--- src/rtl/irq_pkg.sv ---
`timescale 1ns/1ps
package irq_pkg;
  localparam int LVL_W   = 3;
  localparam int NUM_SRC = (1 << LVL_W) - 1;

  typedef logic [LVL_W-1:0]   lvl_t;
  typedef logic [NUM_SRC-1:0] src_vec_t;

  // Highest set bit i gives level i+1; nothing set gives 0.
  function automatic lvl_t prio_enc(input src_vec_t v);
    lvl_t l;
    l = '0;
    for (int i = 0; i < NUM_SRC; i++) begin
      if (v[i]) l = lvl_t'(i + 1);
    end
    return l;
  endfunction

  // Non-maskable top level, otherwise strictly above the mask.
  function automatic logic lvl_qualifies(input lvl_t l, input lvl_t m);
    return (l == '1) || (l > m);
  endfunction
endpackage

--- src/rtl/irq_req_regs.sv ---
`timescale 1ns/1ps
module irq_req_regs
  import irq_pkg::*;
(
  input  logic     clk,
  input  logic     rst_n,
  input  logic     req_wr,
  input  src_vec_t req_wdata,
  input  logic     en_wr,
  input  src_vec_t en_wdata,
  output src_vec_t req_q,
  output src_vec_t en_q,
  output lvl_t     enc_lvl
);
  always_ff @(posedge clk) begin
    if (!rst_n) begin
      req_q <= '0;
      en_q  <= '0;
    end else begin
      if (req_wr) req_q <= req_wdata;
      if (en_wr)  en_q  <= en_wdata;
    end
  end

  assign enc_lvl = prio_enc(req_q & en_q);

  // a strobed write is visible the following cycle
  p_commit_r2: assert property (@(posedge clk) disable iff (!rst_n)
    req_wr |=> (req_q == $past(req_wdata)));

  // a nonzero level names a pending, enabled source
  p_enc_src_r1: assert property (@(posedge clk) disable iff (!rst_n)
    (enc_lvl != '0) |-> (req_q[enc_lvl - 1] && en_q[enc_lvl - 1]));

  // no pending, enabled source lies above the encoded level
  p_enc_top_r1: assert property (@(posedge clk) disable iff (!rst_n)
    (((req_q & en_q) >> enc_lvl) == '0));
endmodule

--- src/rtl/irq_pin_pipe.sv ---
`timescale 1ns/1ps
module irq_pin_pipe
  import irq_pkg::*;
#(
  parameter int MAX_STAGES = 15,
  localparam int CFG_W = $clog2(MAX_STAGES + 1)
)(
  input  logic             clk,
  input  logic             rst_n,
  input  logic [CFG_W-1:0] cfg_len,
  input  lvl_t             lvl_in,
  output lvl_t             pin_o
);
  generate
    if (MAX_STAGES == 0) begin : g_bypass
      assign pin_o = lvl_in;
    end else begin : g_pipe
      lvl_t             stg_q [1:MAX_STAGES];
      logic [CFG_W-1:0] eff_len;

      always_ff @(posedge clk) begin
        if (!rst_n) begin
          for (int k = 1; k <= MAX_STAGES; k++) stg_q[k] <= '0;
        end else begin
          stg_q[1] <= lvl_in;
          for (int k = 2; k <= MAX_STAGES; k++) stg_q[k] <= stg_q[k-1];
        end
      end

      always_comb begin
        eff_len = (int'(cfg_len) > MAX_STAGES) ? CFG_W'(MAX_STAGES) : cfg_len;
        pin_o   = (eff_len == '0) ? lvl_in : stg_q[eff_len];
      end

      // with a steady single stage, the pin trails the encoder by one cycle
      p_one_stage_r3: assert property (@(posedge clk) disable iff (!rst_n)
        (cfg_len == CFG_W'(1) && $past(cfg_len) == CFG_W'(1))
          |-> (pin_o == $past(lvl_in)));
    end
  endgenerate
endmodule

--- src/rtl/irq_ipl_sampler.sv ---
`timescale 1ns/1ps
module irq_ipl_sampler
  import irq_pkg::*;
(
  input  logic clk,
  input  logic rst_n,
  input  lvl_t pin_lvl,
  input  logic bypass,
  input  logic bus_cyc,
  input  logic insn_end,
  input  logic stopped,
  input  lvl_t cpu_mask,
  output lvl_t samp_q,
  output logic take,
  output lvl_t take_lvl
);
  logic live;
  lvl_t dec_lvl;

  assign live = stopped | bypass;

  always_ff @(posedge clk) begin
    if (!rst_n)               samp_q <= '0;
    else if (live || bus_cyc) samp_q <= pin_lvl;
  end

  always_comb begin
    dec_lvl  = live ? pin_lvl : samp_q;
    take     = (insn_end | stopped) & lvl_qualifies(dec_lvl, cpu_mask);
    take_lvl = take ? dec_lvl : '0;
  end

  // without a bus access the latched level does not move
  p_hold_r5: assert property (@(posedge clk) disable iff (!rst_n)
    (!bus_cyc && !live) |=> (samp_q == $past(samp_q)));

  // a bus access captures the pin level
  p_capture_r5: assert property (@(posedge clk) disable iff (!rst_n)
    bus_cyc |=> (samp_q == $past(pin_lvl)));

  // take only at a boundary or while stopped
  p_take_when_r8: assert property (@(posedge clk) disable iff (!rst_n)
    take |-> (insn_end || stopped));

  // the taken level beats the mask or is the top level
  p_take_qual_r8: assert property (@(posedge clk) disable iff (!rst_n)
    take |-> ((take_lvl == 3'd7) || (take_lvl > cpu_mask)));
endmodule

--- src/rtl/irq_delivery_top.sv ---
`timescale 1ns/1ps
module irq_delivery_top
  import irq_pkg::*;
#(
  parameter int MAX_STAGES = 15,
  localparam int CFG_W = $clog2(MAX_STAGES + 1)
)(
  input  logic             clk,
  input  logic             rst_n,
  input  logic             req_wr,
  input  logic [6:0]       req_wdata,
  input  logic             en_wr,
  input  logic [6:0]       en_wdata,
  output logic [6:0]       req_rd,
  input  logic [CFG_W-1:0] cfg_pipe_len,
  input  logic             bus_cyc,
  input  logic             insn_end,
  input  logic             stopped,
  input  logic [2:0]       cpu_mask,
  output logic [2:0]       pin_lvl,
  output logic [2:0]       sampled_lvl,
  output logic             take,
  output logic [2:0]       take_lvl
);
  src_vec_t en_q;
  lvl_t     enc_lvl;

  irq_req_regs u_regs (
    .clk       (clk),
    .rst_n     (rst_n),
    .req_wr    (req_wr),
    .req_wdata (req_wdata),
    .en_wr     (en_wr),
    .en_wdata  (en_wdata),
    .req_q     (req_rd),
    .en_q      (en_q),
    .enc_lvl   (enc_lvl)
  );

  irq_pin_pipe #(.MAX_STAGES(MAX_STAGES)) u_pipe (
    .clk     (clk),
    .rst_n   (rst_n),
    .cfg_len (cfg_pipe_len),
    .lvl_in  (enc_lvl),
    .pin_o   (pin_lvl)
  );

  irq_ipl_sampler u_samp (
    .clk      (clk),
    .rst_n    (rst_n),
    .pin_lvl  (pin_lvl),
    .bypass   (cfg_pipe_len == '0),
    .bus_cyc  (bus_cyc),
    .insn_end (insn_end),
    .stopped  (stopped),
    .cpu_mask (cpu_mask),
    .samp_q   (sampled_lvl),
    .take     (take),
    .take_lvl (take_lvl)
  );

  // a zero-length pipe presents the encoder output directly
  p_live_r4: assert property (@(posedge clk) disable iff (!rst_n)
    (cfg_pipe_len == '0) |-> (pin_lvl == enc_lvl));
endmodule

--- config.mk ---
export PLATFORM = sky130hd
export DESIGN_NAME = irq_delivery_top
export DESIGN_NICKNAME = d
export VERILOG_FILES = /design/src/rtl/irq_pkg.sv /design/src/rtl/irq_req_regs.sv /design/src/rtl/irq_pin_pipe.sv /design/src/rtl/irq_ipl_sampler.sv /design/src/rtl/irq_delivery_top.sv
export SDC_FILE = /design/constraint.sdc
export NUM_CORES = 1
export LEC_CHECK = 0
export BUFFER_PORTS_ARGS = -buffer_cell sky130_fd_sc_hd__buf_2
export CAP_MARGIN = 25
export CORE_ASPECT_RATIO = 1.2
export CORE_MARGIN = 1.5
export CORE_UTILIZATION = 50
export CTS_CLUSTER_SIZE = 12
export DETAILED_ROUTE_END_ITERATION = 10
export GPL_ROUTABILITY_DRIVEN = 1
export PLACE_DENSITY = 0.75
export SLEW_MARGIN = 20
export SYNTH_ARGS = -nofsm -noshare
export SYNTH_HDL_FRONTEND = slang
export SYNTH_SLANG_ARGS = --single-unit
--- constraint.sdc ---
create_clock -name clk -period 2.1 [get_ports clk]
set_input_delay 0 -clock clk [delete_from_list [all_inputs] [get_ports clk]]
set_output_delay 0 -clock clk [all_outputs]
set_load 0.02 [all_outputs]
# Word-level counts from Yosys, hierarchy flattened
# Memory sizes are Yosys's and may differ from the RTL's.
# Index checks and enable logic that the tools add are counted.
dict set report classes {
  n_eq_ne 1
  n_reduce_logical 3
  n_bitwise 19
  mux 27
  n_div 0
  n_mul 0
  n_lt_le_gt_ge 1
  n_addsub 0
  shift 0
}
# operator count
set op_table {}
lappend op_table {{$mux W3} 22}
lappend op_table {{$or A1 B1 Y1} 17}
lappend op_table {{$and A7 B7 Y7} 1}
lappend op_table {{$logic_not A4 Y1} 1}
lappend op_table {{$mux W2} 2}
lappend op_table {{$eq A3 B3 Y1 const B} 1}
lappend op_table {{$gt A3 B3 Y1} 1}
lappend op_table {{$mux W1} 3}
lappend op_table {{$logic_or A1 B1 Y1} 2}
lappend op_table {{$and A1 B1 Y1} 1}
dict set report word_totals {
  romBits 0
  out_inout_bits 17
  inputBits 28
  latchBits 0
  elab_cells 55
  reg_bits 17
  ramBits 45
  memories 1
}
# memory words width read_ports rd_clocked_by_memory_dff write_ports line
set mem_list {}
lappend mem_list {u_pipe.g_pipe.stg_q 15 3 15 0 15 irq_pin_pipe.sv:18} ;# lvl_t stg_q [1:MAX_STAGES];

# Depth between registers and ports, before layout
# Gate-level depths: netlist of the first run.
dict set report depth {
  ltp_word 14
  ltp_mapped 13
  mapped_depth_nobuf 11
}

# Modules after synthesis
# Synthesis of the first run repeated with hierarchy kept, for this count alone.
dict set report unflattened {
  cells_unflattened 222
  hier_area_um2 2539.9
}
# module area_each_um2 cells_each instances
set by_module_without_submodules {}
lappend by_module_without_submodules {irq_pin_pipe 1615.3 127 1}
lappend by_module_without_submodules {irq_req_regs 596.8 57 1}
lappend by_module_without_submodules {irq_ipl_sampler 315.3 37 1}
lappend by_module_without_submodules {irq_delivery_top 12.5 1 1}

# Least setup slack after synthesis of the first run
# No wires, ideal clock.
dict set report synth_timing {
  path_kind {flip-flop to output port}
  startpoint {memory u_pipe.g_pipe.stg_q[9][2] (netlist name)}
  endpoint {output port take_lvl[0]}
  t_arrival_ns 2.541
  setup_slack_ns -0.441
  path_stages_with_launch 10
  path_cell_list {dfxtp_1 mux4_1 a22o_1 and2_0 a311o_1 ha_1 o21ai_0 inv_1 o21ai_0 a211oi_1}
}
# element line
set synth_rtl {}
lappend synth_rtl {{start, declared} irq_pin_pipe.sv:18}
lappend synth_rtl {{end, declared} irq_delivery_top.sv:23} ;# output logic [2:0] take_lvl

==> flow_summary.toml, run 1 <==
[outcome]
violations = "negative setup slack"
status = "finished with violations"

[finish]
fin_util_pct = 70.4
final_area_sq_mm = 0.00355
diodes = 0
syn2layout_area_growth_pct = 33.2
layoutNonFillerInstCount = 393
fillers = 380
drive_above_1_share_pct = 33.9
nNetsFinal = 360
layout_common_cells = "dfxtp_1 (62), and2_1 (46), buf_2 (40)"
final_common_cell = "dfxtp_1"

[critical_path]
crit_family = "compound AO/OA/AOI/OAI gates"
crit_chain = "mux4_2 -> a22o_1 -> and2_4 -> a311o_1 -> ha_1 -> o21ai_1 -> inv_1 -> o21ai_4 -> buf_6 -> a211oi_4 -> buf_6"
crit_path_start_kind = "flop"
critPathBufInv = 3
crit_path_frequent_cell = "buf_6"
worst-path-stages = 11
max_stage_delay_ns = 0.47
crit_slowest_cell = "mux4_2"
critPathMaxFanout = 3
worstSetupPathType = "reg2out"
crit_required_ns = 2.10
r2r_cells = 5
cp.arrival_ns = 2.83
end_kind = "output pin"

[placed_design]
io_buffers = 44
dpl.hpwl_mm = 3.95
gp_congestion = 0.804
placedCellCount = 361
post_dp_cell_area_sq_mm = 0.00313

[yosys]
yosys_warnings = 0
synth_seq_cells = 62
synth_top_family_by_area = "simple AND/OR/NAND/NOR gates"
synth_area_sq_mm = 0.00267
synthXorXnorAreaFrac_pct = 0
synth_cells = 244
ys.flop_type = "dfxtp_1"
yosysTopAreaCellShare_pct = 46.6
synthAdderAreaFrac_pct = 1.41
synth_top_area_cell = "dfxtp_1"
ys_types = 46
synthMuxAreaShare_pct = 17.9
synthTopCellsByArea = "dfxtp_1 (47%), and2_1 (11%), mux4_1 (6.9%)"
synth_edf_count = 0
avgSynthCellArea_sq_um = 10.9
synth_compound_area_share_pct = 8.96
async_flop_share_pct = 0
synthSimpleGateAreaFrac_pct = 20.1
ys_seq_area_share_pct = 46.6
syn-num-nets = 275

[floorplanning]
dieArea_sq_mm = 0.00578
die_x_um = 69.7
ios = 45
num_rows = 28
fp.dieH_um = 83.0
coreArea_sq_mm = 0.00504
floorplan.initialDensity_pct = 52.9

[clock_network]
cts_max_path_buffers = 2
clk_pin_slew_ns = 0.07
cts_root_buf = "clkbuf_8"
htree_levels = 3
numCtsBuffers = 9
clk_latency_ns = 0.34
cts_tree = "done"
cts.sinks = 62

[global_route]
grt_max_degree = 49
grt_pass1_vias = 2112
grt_first_pass_wirelength_mm = 9.86
overflow = 0
grtUsageTotal_pct = 21.7
antenna_found_initial = 0

[routing]
drtIter0Drc = 70
viasPerCell = 5.16
wl_per_cell_um = 14.9
drc = 0
wirelength_mm = 5.86
ant_nets = 0
first_pass_iters = 4
vias = 2029

[sta]
timing.final.ws_setup_ns = -0.729
setup_viol = 4
worstMarginPinSlew_ns = 0.604
finalCritPeriodShare_pct = 135
finalCriticalPeriod_ns = 2.83
fmax_ghz = 0.354
fin_worst_skew_ns = 0.00833
rsz0062_at_grt = "yes"
maxSlewHeadroom_pct = 59.8
slew_violations = 0
hold_viol_final = 0
tns_ns = -2.76

[hold_path]
min_path_cells = 3
hold_class = "in2reg"

[pwr]
leakage_nw = 1.60
power_mw = 2.77
max-vdd-ir-drop_v = 0.000502
p_per_area_mw_per_mm2 = 780

[run]
drv_cap = 0
-- metal layers --
layer	global-route usage (%)	part of all wire, %	routed length, um	vias up
met2	37.7	50	2950	33
met4	8.92	1.2	70	0
met1	26.0	45	2620	972
met5	0	0	0	-
li1	-	-	-	1015
met3	4.49	3.5	206	9
-- metrics by stage --
stage	hold WS [ns]	setup WS, ns
2_1_floorplan	0.169	-0.180
3_3_place_gp	0.253	-0.442
3_5_place_dp	0.266	-0.529
4_1_cts	0.0454	-0.732
5_1_grt	0.0979	-0.865
6_report	0.0508	-0.729
-- path summary, 6_finish.rpt --
check | start | to | slack, ns
max | u_pipe.g_pipe.stg_q[13][2] | take_lvl[0] | -0.73
min | bus_cyc | u_samp.samp_q[1] | 0.05
max reg2reg | u_pipe.g_pipe.stg_q[6][1] | u_samp.samp_q[1] | 0.34
min reg2reg | u_pipe.g_pipe.stg_q[8][0] | u_pipe.g_pipe.stg_q[9][0] | 0.45
-- what timing repair did --
action,CTS,global route
endpoints found under the setup margin,4,4
pin swaps,2,4
resized for setup,9,4
endpoints found under the hold margin,14,0
hold buffers,14,0
buffers inserted,0,3
-- worst reg2reg max path, delay by kind of cell, from the launching register on --
family	cells	cell delay (ns)
multiplexers	2	0.96
flip-flops	1	0.32
AO/OA/AOI/OAI	2	0.28
AND/OR/NAND/NOR	1	0.08
-- registers in the layout, indices dropped and copies added, names as in the netlist --
name	cells
u_samp.samp_q	3
u_regs.req_q	7
u_regs.en_q	7
u_pipe.g_pipe.stg_q	45
-- synthesized netlist by cell type, drive strengths merged (2+ instances only) --
cell,n
a22o,4
nor2,4
inv,6
dfxtp,62
and2,48
nor2b,18
mux2i,18
mux4,10
a21oi,5
nand3,5
a211oi,2
ha,3
mux2,4
o21ai,8
buf,5
clkbuf,11
a22oi,3
nand2,10
-- layout make-up --
type	instances	area [sq um]	share of cell area, %
multi-input combinational	159	1340	37.7
clock buffer	11	141	3.98
inverter	6	22.5	0.634
clock inverter	4	95.1	2.68
timing repair buffer	91	637	17.9
tap	60	75.1	2.11
sequential	62	1240	35.0
-- where the power goes --
part / switching [mW] / internal, mW
sequential: 0.0149 / 1.20
combinational: 0.146 / 0.154
clock: 0.443 / 0.813
total: 0.605 / 2.17
-- cells by family (layout without fill, tap and decap cells) --
logic type	Yosys count	in the layout
AO/OA/AOI/OAI	33	33
AND/OR/NAND/NOR	91	91
flip-flops	62	62
adder cells (fa/ha/maj)	3	3
multiplexers	32	32
buffers and inverters	23	112
No activity file was read; power rests on OpenSTA's default activity.
==> run 2: changes to the inputs <==
ABC_CLOCK_PERIOD_IN_PS = 2100   (was not set)
CORE_UTILIZATION = 35   (was 50)
PLACE_DENSITY = 0.56   (was 0.75)
==> run 2 against run 1 <==
The flow still finishes with violations (negative setup slack). Highest routed layer unchanged. Largest power group is now sequential cells. Non-clock buffer count is 1 lower. Register-to-register slack worse by 0.04 ns. Count of clock-buffer cells in the layout is 1 lower.
==> flow_summary.toml, run 2 (synthesis results as in run 1) <==
[outcome]
status = "finished with violations"
violations = "negative setup slack"

[sta]
finalCritPeriodShare_pct = 135
timing.final.ws_setup_ns = -0.743
finalCriticalPeriod_ns = 2.84
worstMarginPinSlew_ns = 0.688
hold_viol_final = 0
maxSlewHeadroom_pct = 54.1
slew_violations = 0
rsz0062_at_grt = "yes"
fin_worst_skew_ns = 0.0157
setup_viol = 4
fmax_ghz = 0.352

[floorplanning]
coreArea_sq_mm = 0.00732
num_rows = 34
dieArea_sq_mm = 0.00815
die_x_um = 82.7
floorplan.initialDensity_pct = 36.4
ios = 45
fp.dieH_um = 98.6

[critical_path]
rr_endpoint = "u_samp.samp_q[1]"
crit_path_start_kind = "flop"
reg2reg_setup_slack_ns = 0.30
worstSetupPathType = "reg2out"
critPathMaxFanout = 4
cp.arrival_ns = 2.84
r2r_cells = 5
reg2reg_from = "u_pipe.g_pipe.stg_q[14][1]"
end_kind = "output pin"
crit_required_ns = 2.10

[finish]
largest_registers = "u_pipe.g_pipe.stg_q x45, u_regs.en_q x7, u_regs.req_q x7"
final_common_cell = "dfxtp_1"
drive_above_1_share_pct = 35.4
layoutNonFillerInstCount = 423
syn2layout_area_growth_pct = 34.2
nNetsFinal = 359
layout_common_cells = "dfxtp_1 (60), and2_1 (46), buf_2 (41)"
regMostFlops = "u_pipe.g_pipe.stg_q"
fillers = 681
diodes = 0
largest_reg_flops = 45

[routing]
drtIter0Drc = 84
viasPerCell = 4.78
wirelength_mm = 5.77
ant_nets = 0
drc = 0
wl_per_cell_um = 13.6
first_pass_iters = 4
vias = 2022

[placed_design]
dpl.hpwl_mm = 4.01
io_buffers = 44
gp_congestion = 0.718
placedCellCount = 392
dp_slack_ns = -0.630

[clock_network]
cts.sinks = 62
clk_latency_ns = 0.34
cts_max_path_buffers = 2
clk_pin_slew_ns = 0.08
cts_root_buf = "clkbuf_8"
cts_tree = "done"
htree_levels = 3
numCtsBuffers = 9

[hold_path]
min_path_cells = 3
worstHoldStart = "req_wr"
hold_class = "in2reg"
whs_endpoint = "u_regs.req_q[3]"

[global_route]
grt_first_pass_wirelength_mm = 9.21
grt_max_degree = 53
grtUsageTotal_pct = 15.1
overflow = 0
grt_pass1_vias = 1988
antenna_found_initial = 0

[pwr]
leakage_nw = 1.59
power_mw = 2.70
pwr-share-seq_pct = 44.9
max-vdd-ir-drop_v = 0.000365
combPwrFrac_pct = 10.7
power_frac_clock_pct = 44.4
p_int_mw = 2.05
p_switching_mw = 0.650
netSwitchingFraction_pct = 24.0
p_per_area_mw_per_mm2 = 756

[run]
drv_cap = 0
## run 2: changes by cell type in the layout (fill, tap and decap cells not counted), sizes merged
cell | previous run | this run
clkinv | 1 | 2
clkinvlp | 0 | 1
clkbuf | 11 | 10
buf | 77 | 76
bufinv | 3 | 2
inv | 6 | 7
## run 2: power groups by stage
stage	sequential, mW	clock [mW]	combinational (mW)
2_1_floorplan	1.25	0	0.154
3_3_place_gp	1.24	0	0.262
3_5_place_dp	1.24	0	0.265
4_1_cts	1.21	1.23	0.290
5_1_grt	1.22	1.28	0.317
6_report	1.21	1.20	0.290
## run 2: cell type report
cell class	count	area (sq um)	area share, %
inverters	6	22.5	0.629
clock buffers	10	138	3.85
repair buffers	90	619	17.3
flip-flops and latches	62	1240	34.8
multi-input cells	159	1350	37.7
well taps	90	113	3.15
clock inverters	6	93.8	2.62
## run 2: how the worst max path moves through the flow
stage                     slack (ns)           to  depth (start not counted)                       start
final                          -0.74         take                         10  u_pipe.g_pipe.stg_q[13][2]
after global routing           -0.90         take                         12  u_pipe.g_pipe.stg_q[14][0]
after CTS                      -0.75         take                         10  u_pipe.g_pipe.stg_q[13][2]
after detailed placement       -0.63         take                         12             cfg_pipe_len[0]
after global placement         -0.52         take                         12             cfg_pipe_len[0]
after floorplan                -0.18  take_lvl[2]                          9  u_pipe.g_pipe.stg_q[13][2]
## run 2: per-stage QoR
stage	TNS (ns)	hold slack (ns)	cell area (sq um)	util, %
after floorplan	-0.636	0.169	2720	-
after global placement	-1.93	0.260	3170	43.4
after detailed placement	-2.36	0.267	3170	43.4
after CTS	-2.83	0.0763	3560	48.7
after global routing	-3.44	0.0832	3580	48.9
final	-2.83	0.0825	3580	48.9
## run 2: per-layer routing
| metal | GRT usage [%] | vias to the layer above | part of all wire [%] |
|---|---|---|---|
| met5 | 0 | - | 0 |
| met4 | 6.15 | 0 | 1.6 |
| met3 | 4.17 | 10 | 3.8 |
| met2 | 24.5 | 37 | 47 |
| met1 | 18.6 | 959 | 48 |
| li1 | - | 1016 | - |
## run 2: critical path: stages (launching register included)
cell,delay (ns)
dfxtp_2,0.32
mux4_2,0.46
a22o_1,0.24
and2_4,0.15
a311o_1,0.30
ha_1,0.30
o21ai_1,0.08
inv_1,0.08
o21ai_4,0.28
o32ai_4,0.14
buf_6,0.16
## run 2: repair_timing
action / CTS / global route
endpoints found under the hold margin: 14 / 0
hold buffers: 14 / 0
gates cloned: 0 / 0
pin swaps: 2 / 8
buffers inserted: 0 / 1
resized for setup: 9 / 6
setup endpoints to repair: 4 / 4
